--- config.mk ---
export PLATFORM = sky130hd
export DESIGN_NAME = gpio_debounce_set
export DESIGN_NICKNAME = d
export VERILOG_FILES = /design/src/rtl/dbn_pkg.sv /design/src/rtl/dbn_sync.sv /design/src/rtl/dbn_regs.sv /design/src/rtl/dbn_cell.sv /design/src/rtl/gpio_debounce_set.sv
export SDC_FILE = /design/constraint.sdc
export NUM_CORES = 2
export LEC_CHECK = 0
export BUFFER_PORTS_ARGS = -buffer_cell sky130_fd_sc_hd__buf_2
export CORE_MARGIN = 4
export CORE_UTILIZATION = 35
export CTS_CLUSTER_DIAMETER = 60
export CTS_CLUSTER_SIZE = 25
export DETAILED_ROUTE_END_ITERATION = 16
export PLACE_DENSITY = 0.47
export SLEW_MARGIN = 10
export SYNTH_ARGS = -nofsm -noshare
export SYNTH_HDL_FRONTEND = slang
export SYNTH_SLANG_ARGS = --single-unit
--- constraint.sdc ---
create_clock -name clk -period 8.1 [get_ports clk]
set_input_delay 2.43 -clock clk [delete_from_list [all_inputs] [get_ports clk]]
set_output_delay 2.43 -clock clk [all_outputs]
set_load 0.02 [all_outputs]
--- src/rtl/dbn_pkg.sv ---
package dbn_pkg;

  typedef logic [1:0] sel_t;

  localparam int NTMR = 3;

  // Build a pin selector from its two configuration bits.
  function automatic sel_t form_sel(input logic hi_bit, input logic lo_bit);
    return {hi_bit, lo_bit};
  endfunction

  // True when one more differing cycle completes the qualification period.
  function automatic logic qual_done(input logic [31:0] cnt, input logic [31:0] per);
    return (cnt + 32'd1) >= per;
  endfunction

  // Byte offset of a period register, counted from zero.
  function automatic int tmr_ofs(input int k);
    return 8 + 4 * k;
  endfunction

endpackage

--- src/rtl/dbn_sync.sv ---
module dbn_sync #(
  parameter int W = 32
) (
  input  logic         clk,
  input  logic         rst_n,
  input  logic [W-1:0] d,
  output logic [W-1:0] q
);
  logic [W-1:0] meta_q;

  always_ff @(posedge clk) begin
    if (!rst_n) begin
      meta_q <= '0;
      q      <= '0;
    end else begin
      meta_q <= d;
      q      <= meta_q;
    end
  end
endmodule

--- src/rtl/dbn_regs.sv ---
module dbn_regs
  import dbn_pkg::*;
#(
  parameter int NPIN = 32,
  parameter int TW   = 24,
  parameter int AW   = 5,
  parameter int DW   = 32
) (
  input  logic            clk,
  input  logic            rst_n,
  input  logic            bus_we,
  input  logic [AW-1:0]   bus_addr,
  input  logic [DW-1:0]   bus_wdata,
  output logic [DW-1:0]   bus_rdata,
  output logic [NPIN-1:0] cfg_hi,
  output logic [NPIN-1:0] cfg_lo,
  output logic [TW-1:0]   per_q [NTMR],
  output logic            wr_cfg,
  output logic [NTMR-1:0] wr_tmr
);
  localparam logic [AW-1:0] OFS_HI = AW'(0);
  localparam logic [AW-1:0] OFS_LO = AW'(4);

  logic hit_hi, hit_lo;
  assign hit_hi = bus_we && (bus_addr == OFS_HI);
  assign hit_lo = bus_we && (bus_addr == OFS_LO);
  assign wr_cfg = hit_hi || hit_lo;

  always_ff @(posedge clk) begin
    if (!rst_n) begin
      cfg_hi <= '0;
      cfg_lo <= '0;
    end else begin
      if (hit_hi) cfg_hi <= bus_wdata[NPIN-1:0];
      if (hit_lo) cfg_lo <= bus_wdata[NPIN-1:0];
    end
  end

  for (genvar k = 0; k < NTMR; k++) begin : g_tmr
    localparam logic [AW-1:0] OFS_T = AW'(tmr_ofs(k));
    assign wr_tmr[k] = bus_we && (bus_addr == OFS_T);
    always_ff @(posedge clk) begin
      if (!rst_n)         per_q[k] <= '0;
      else if (wr_tmr[k]) per_q[k] <= bus_wdata[TW-1:0];
    end
  end

  always_comb begin
    bus_rdata = '0;
    if (bus_addr == OFS_HI) bus_rdata[NPIN-1:0] = cfg_hi;
    if (bus_addr == OFS_LO) bus_rdata[NPIN-1:0] = cfg_lo;
    for (int k = 0; k < NTMR; k++) begin
      if (bus_addr == AW'(tmr_ofs(k))) bus_rdata[TW-1:0] = per_q[k];
    end
  end
endmodule

--- src/rtl/dbn_cell.sv ---
module dbn_cell
  import dbn_pkg::*;
#(
  parameter int TW = 24
) (
  input  logic          clk,
  input  logic          rst_n,
  input  logic          din,
  input  logic [TW-1:0] per,
  input  logic          restart,
  output logic          dout,
  output logic          byp,
  output logic          flip
);
  logic [TW-1:0] cnt_q;
  logic          diff;

  assign byp  = (per == '0);
  assign diff = din ^ dout;
  assign flip = !byp && !restart && diff && qual_done(32'(cnt_q), 32'(per));

  always_ff @(posedge clk) begin
    if (!rst_n) begin
      dout  <= 1'b0;
      cnt_q <= '0;
    end else if (byp) begin
      dout  <= din;
      cnt_q <= '0;
    end else if (restart || !diff) begin
      cnt_q <= '0;
    end else if (flip) begin
      dout  <= din;
      cnt_q <= '0;
    end else begin
      cnt_q <= cnt_q + TW'(1);
    end
  end
endmodule

--- src/rtl/gpio_debounce_set.sv ---
module gpio_debounce_set
  import dbn_pkg::*;
#(
  parameter int NPIN = 32,
  parameter int TW   = 24,
  parameter int AW   = 5,
  parameter int DW   = 32
) (
  input  logic            clk,
  input  logic            rst_n,
  input  logic [NPIN-1:0] pin_i,
  input  logic            bus_we,
  input  logic [AW-1:0]   bus_addr,
  input  logic [DW-1:0]   bus_wdata,
  output logic [DW-1:0]   bus_rdata,
  output logic [NPIN-1:0] pin_o
);
  logic [NPIN-1:0] sync_q;
  logic [NPIN-1:0] cfg_hi, cfg_lo;
  logic [TW-1:0]   per_q [NTMR];
  logic            wr_cfg;
  logic [NTMR-1:0] wr_tmr;
  logic [NPIN-1:0] byp_v, flip_v, rst_v;

  dbn_sync #(.W(NPIN)) u_sync (
    .clk(clk), .rst_n(rst_n), .d(pin_i), .q(sync_q)
  );

  dbn_regs #(.NPIN(NPIN), .TW(TW), .AW(AW), .DW(DW)) u_regs (
    .clk(clk), .rst_n(rst_n), .bus_we(bus_we), .bus_addr(bus_addr),
    .bus_wdata(bus_wdata), .bus_rdata(bus_rdata), .cfg_hi(cfg_hi),
    .cfg_lo(cfg_lo), .per_q(per_q), .wr_cfg(wr_cfg), .wr_tmr(wr_tmr)
  );

  for (genvar i = 0; i < NPIN; i++) begin : g_pin
    sel_t          sel;
    logic [TW-1:0] per_sel;
    logic          tmr_wr;

    assign sel = form_sel(cfg_hi[i], cfg_lo[i]);

    always_comb begin
      per_sel = '0;
      tmr_wr  = 1'b0;
      case (sel)
        2'd1: begin per_sel = per_q[0]; tmr_wr = wr_tmr[0]; end
        2'd2: begin per_sel = per_q[1]; tmr_wr = wr_tmr[1]; end
        2'd3: begin per_sel = per_q[2]; tmr_wr = wr_tmr[2]; end
        default: ;
      endcase
    end

    assign rst_v[i] = wr_cfg || tmr_wr;

    dbn_cell #(.TW(TW)) u_cell (
      .clk(clk), .rst_n(rst_n), .din(sync_q[i]), .per(per_sel),
      .restart(rst_v[i]), .dout(pin_o[i]), .byp(byp_v[i]), .flip(flip_v[i])
    );
  end
endmodule

Yosys cells after proc, flatten, opt, wreduce, memory -nomap -nowiden
Index checks and enable logic that the tools add are counted.

Output and inout port bits: 64. Logic and storage cells: 888. Bits in registers: 1000. Input port bits: 72.

Bitwise gates (word level): 33. Add/sub/neg operators: 64. Reductions and logical operators: 391. Mux-type cells: 165. Order comparisons: 32. Eq/ne operators: 132.

Operators with widths (count): case mux 24 bit (3 select lines) (32); >= comparator 32 x 24 -> 1 bit (32); adder 24 x 1 -> 25 bit, second input constant (32); adder 24 x 1 -> 24 bit, second input constant (32); logical NOT 24 bit (32); == test 2 bit, second input constant (64); OR reduction 4 bit (32); logical AND 1 bit (101); logical NOT 1 bit (96); 2-to-1 mux 1 bit (96); case mux 1 bit (3 select lines) (32); 2-to-1 mux 24 bit (3); logical OR 1 bit (65); == test 2 x 1 -> 1 bit, second input constant (32); 2-to-1 mux 32 bit (2); != test 2 x 1 -> 1 bit, second input constant (32); AND reduction 2 bit (32); nonzero test 2 bit (32); bitwise XOR 1 bit (32); == test 5 x 4 -> 1 bit, second input constant (2); == test 5 x 3 -> 1 bit, second input constant (1); == test 5 bit, second input constant (1); logical NOT 5 bit (1); inverter 1 bit (1).

Depth between registers and ports, before layout
Depth after elaboration: 11. Mapped depth: 18. Gate-level depth less buffers: 16.

Hierarchy
A second synthesis with hierarchy kept.

Cell total of the unflattened synthesis: 10346. Area total of the unflattened synthesis: 92403.6 µm².

By module, submodules not included: dbn_cell at g_pin[12].u_cell ... (area an instance 1913.1 µm², instances 29, cells an instance 225, seq. area each 500.5 µm²); gpio_debounce_set (area an instance 22895.7 µm², instances 1, cells an instance 2148, seq. area each 0.0 µm²); dbn_regs (area an instance 6673.9 µm², instances 1, cells an instance 870, seq. area each 2722.6 µm²); dbn_cell at g_pin[0].u_cell ... (area an instance 1854.3 µm², instances 3, cells an instance 223, seq. area each 500.5 µm²); dbn_sync (area an instance 1791.7 µm², instances 1, cells an instance 134, seq. area each 1281.2 µm²).

Worst setup path after synthesis
OpenSTA, ideal clock, no wires.

Path kind: input to output. From: input port bus_addr[1]. To: output port bus_rdata[10]. Buffers on the path: 2. Required time: 5.670 ns. Cell stages on the path: 5. Setup slack: 1.599 ns. Arrival time: 4.071 ns. Cells stage by stage: or4b_4 > or2_2 > clkbuf_1 > buf_1 > a21oi_1.

Word-level cells in the longest chain between the ends: 6. Elaborated cells on any way between the ends: 10. Classes of those cells: eq/ne: 4; mux: 5; reduce/logical: 1.

RTL lines: from (decl) (RTL line gpio_debounce_set.sv:13) `input logic [AW-1:0] bus_addr,`; logical NOT 5 bit (RTL line dbn_regs.sv:50) `if (bus_addr == OFS_HI) bus_rdata[NPIN-1:0] = cfg_hi;`; 2-to-1 mux 32 bit (RTL line dbn_regs.sv:50); 2-to-1 mux 32 bit (RTL line dbn_regs.sv:51) `if (bus_addr == OFS_LO) bus_rdata[NPIN-1:0] = cfg_lo;`; 2-to-1 mux 24 bit (2 in series) (RTL line dbn_regs.sv:53) `if (bus_addr == AW'(tmr_ofs(k))) bus_rdata[TW-1:0] = per_q[k];`; 2-to-1 mux 24 bit (*) (RTL line dbn_regs.sv:53); to (decl) (RTL line gpio_debounce_set.sv:15) `output logic [DW-1:0] bus_rdata,`.

Every way passes the cells marked *; elsewhere a longest branch is shown, timed or not.

Worst setup path after layout
From: input port bus_addr[1]. To: output port bus_rdata[7].

The elaborated chain is that of the path after synthesis.

==> flow_metrics.env <==
export IMPL_wl_mm=347
export IMPL_run_status="complete, no violations"
export IMPL_die_h_um=480
export IMPL_clkSinkCount=1000
export IMPL_post_place_ws_ps=1060
export IMPL_port_buffers=135
export IMPL_synth_top_cell_by_area="dfxtp_1"
export IMPL_avgSynthCellArea_sq_um=8.59
export IMPL_die_w_um=480
export IMPL_p_per_area_nw_per_um2=137
export IMPL_fin_cells=12000
export IMPL_synth_top_area_share_pct=25.6
export IMPL_ys_async_sr_fraction_pct=0
export IMPL_crit_path_start_kind="input port"
export IMPL_yosys_most_used_dff="dfxtp_1"
export IMPL_final_period_utilization_pct=88.2
export IMPL_holdBufCountCts=0
export IMPL_synth_nets=9967
export IMPL_ys_ff_latch=1000
export IMPL_clock_skew_ps=60.8
export IMPL_synth_commonest_cells="1000 x dfxtp_1, 800 x ha_1, 768 x a22oi_1"
export IMPL_wire_per_inst_um=28.9
export IMPL_slew_headroom_pct=18.6
export IMPL_rsz0062_at_grt="no"
export IMPL_antenna_found_initial=61
export IMPL_rows=173
export IMPL_numCtsBuffers=136
export IMPL_synth_distinct_cells=93
export IMPL_clk_pin_slew_ps=60
export IMPL_fin_setup_tns_ps=0
export IMPL_initial_core_util_pct=35.2
export IMPL_drc=0
export IMPL_max_stage_delay_ps=690
export IMPL_crit_type="input port to output pin"
export IMPL_core_sq_um=222000
export IMPL_ir_drop_mv=0.208
export IMPL_cts_tree="done"
export IMPL_hold_slack_ps=432
export IMPL_synth_edff_count=0
export IMPL_clk_path_buf_depth=3
export IMPL_path_max_fanout=48
export IMPL_place_inst=11700
export IMPL_grt_max_degree=80
export IMPL_num_vias=72700
export IMPL_p_leak_nw=34.6
export IMPL_nNetsFinal=9736
export IMPL_dp_hpwl_mm=221
export IMPL_grt_pass1_wl_mm=491
export IMPL_grt_overflow_total=0
export IMPL_cts_root_buf="clkbuf_16"
export IMPL_drtAntennaViolNets=0
export IMPL_cts_setup_buffers=0
export IMPL_syn_instance_count=9095
export IMPL_nFillCells=22400
export IMPL_boundaryPins=136
export IMPL_synth_area_leaders="dfxtp_1 26%, ha_1 13%, mux2_2 11%, a22oi_1 7.4%, xnor2_1 5.5%"
export IMPL_arrival_ps=4710
export IMPL_power_mw=11.8
export IMPL_post_synth_top_count_cell="dfxtp_1"
export IMPL_worstPathCellList="buf_2 > or4b_4 > or2_2 > a21oi_1 > buf_2"
export IMPL_seq_area_sq_um=20100
export IMPL_crit_slowest_cell="or2_2"
export IMPL_first_global_vias=68700
export IMPL_clock_latency_ps=840
export IMPL_finalCriticalPeriod_ps=7140
export IMPL_tightestPinTransition_ps=1220
export IMPL_worstPathRequired_ps=5670
export IMPL_dieArea_sq_um=231000
export IMPL_max_clock_freq_mhz=140
export IMPL_ys_seq_area_share_pct=25.6
export IMPL_min_path_type="flip-flop to flip-flop"
export IMPL_first_iter_violations=8042
export IMPL_syn2layout_area_growth_pct=10.2
export IMPL_maxCapViolCount=0
export IMPL_gp_congestion=0.922
export IMPL_drive_gt1_share_pct=17.1
export IMPL_routed_via_density=6.06
export IMPL_endpoint_kind="output pin"
export IMPL_cts_max_level=4
export IMPL_cts_resized=0
export IMPL_first_pass_iters=6
export IMPL_path_buf_inv=2
export IMPL_multi_input_area_sq_um=54500
export IMPL_maxSlewViolCount=0
export IMPL_path_common_cell="buf_2"
export IMPL_cp_top_family="simple AND/OR/NAND/NOR gates"
export IMPL_setup_violations=0
export IMPL_finalWorstSetupSlack_ps=959
export IMPL_syn_area_sq_um=78100
export IMPL_grt_use_total_pct=28.9
export IMPL_hold_violations=0
export IMPL_yosysWarnings=0
## area by class of cell
type	count	area share, %
tap	2975	4.32
clock inverter	91	1.29
timing repair buffer	356	2.87
inverter	99	0.437
sequential	1000	23.4
antenna	38	0.110
multi-input combinational	7271	63.3
clock buffer	159	4.29
## flip-flops by register name, indices dropped and copies added (netlist names)
signal	cells
u_regs.cfg_lo	32
g_pin.u_cell.cnt_q	768
g_pin.u_cell.dout	32
u_sync.meta_q	32
u_regs.cfg_hi	32
u_sync.q	32
u_regs.per_q	72
## cell usage in the layout (no fill, tap or decap), types with 48 or more instances in the layout
cell type	instances
nor2_1	405
nor2b_2	48
and2_1	114
mux2_2	763
a21o_1	130
xnor2_1	487
nand4_1	368
and3_1	149
o21ai_0	151
and4_1	87
nor3_1	74
dfxtp_2	70
a21oi_1	409
inv_1	98
dfxtp_1	928
clkbuf_16	142
a22oi_1	768
nor2b_1	670
nand3_1	356
xor2_1	248
nand2_1	750
buf_4	211
buf_2	134
ha_1	800
## layer usage
metal  GRT usage [%]  vias up  part of all wire (%)
li1                -    32800                     -
met1            36.0    34900                    40
met2            44.2     3855                    43
met3            6.71     1219                   9.3
met4            19.7       10                   7.7
met5               0        -                 0.024
## per-stage QoR
step / utilization [%] / cell area (sq um)
after floorplan: - / 78100
after global placement: 36.6 / 81200
after detailed placement: 36.6 / 81200
after CTS: 38.7 / 86000
after global routing: 38.7 / 86000
final: 38.8 / 86100
## report_power, final
| part | total, mW | internal [mW] | switching (mW) |
|---|---|---|---|
| Sequential | 4.98 | 4.94 | 0.0417 |
| Combinational | 0.337 | 0.0935 | 0.243 |
| Clock | 6.48 | 3.78 | 2.71 |
## final timing paths
path                                                      startpoint                               endpoint  slack (ps)  cells after the start
worst min-delay path                    u_sync.meta_q[29]$_SDFF_PN0_                u_sync.q[29]$_SDFF_PN0_         430                      1
worst min register to register          u_sync.meta_q[29]$_SDFF_PN0_                u_sync.q[29]$_SDFF_PN0_         430                      1
worst max-delay path                                     bus_addr[1]                           bus_rdata[7]         960                      5
worst max register to register  g_pin[14].u_cell.cnt_q[0]$_SDFF_PP0_  g_pin[14].u_cell.cnt_q[20]$_SDFF_PP0_        2880                     14
## cells by family after synthesis
group / share of synthesized area [%]
compound gates: 15.1
buf+inv: 4.69
mux: 11.4
simple gates: 22.1
fa+ha+maj: 12.8
flops: 25.6
xor+xnor: 8.24
(Power assumes the default switching activity.)
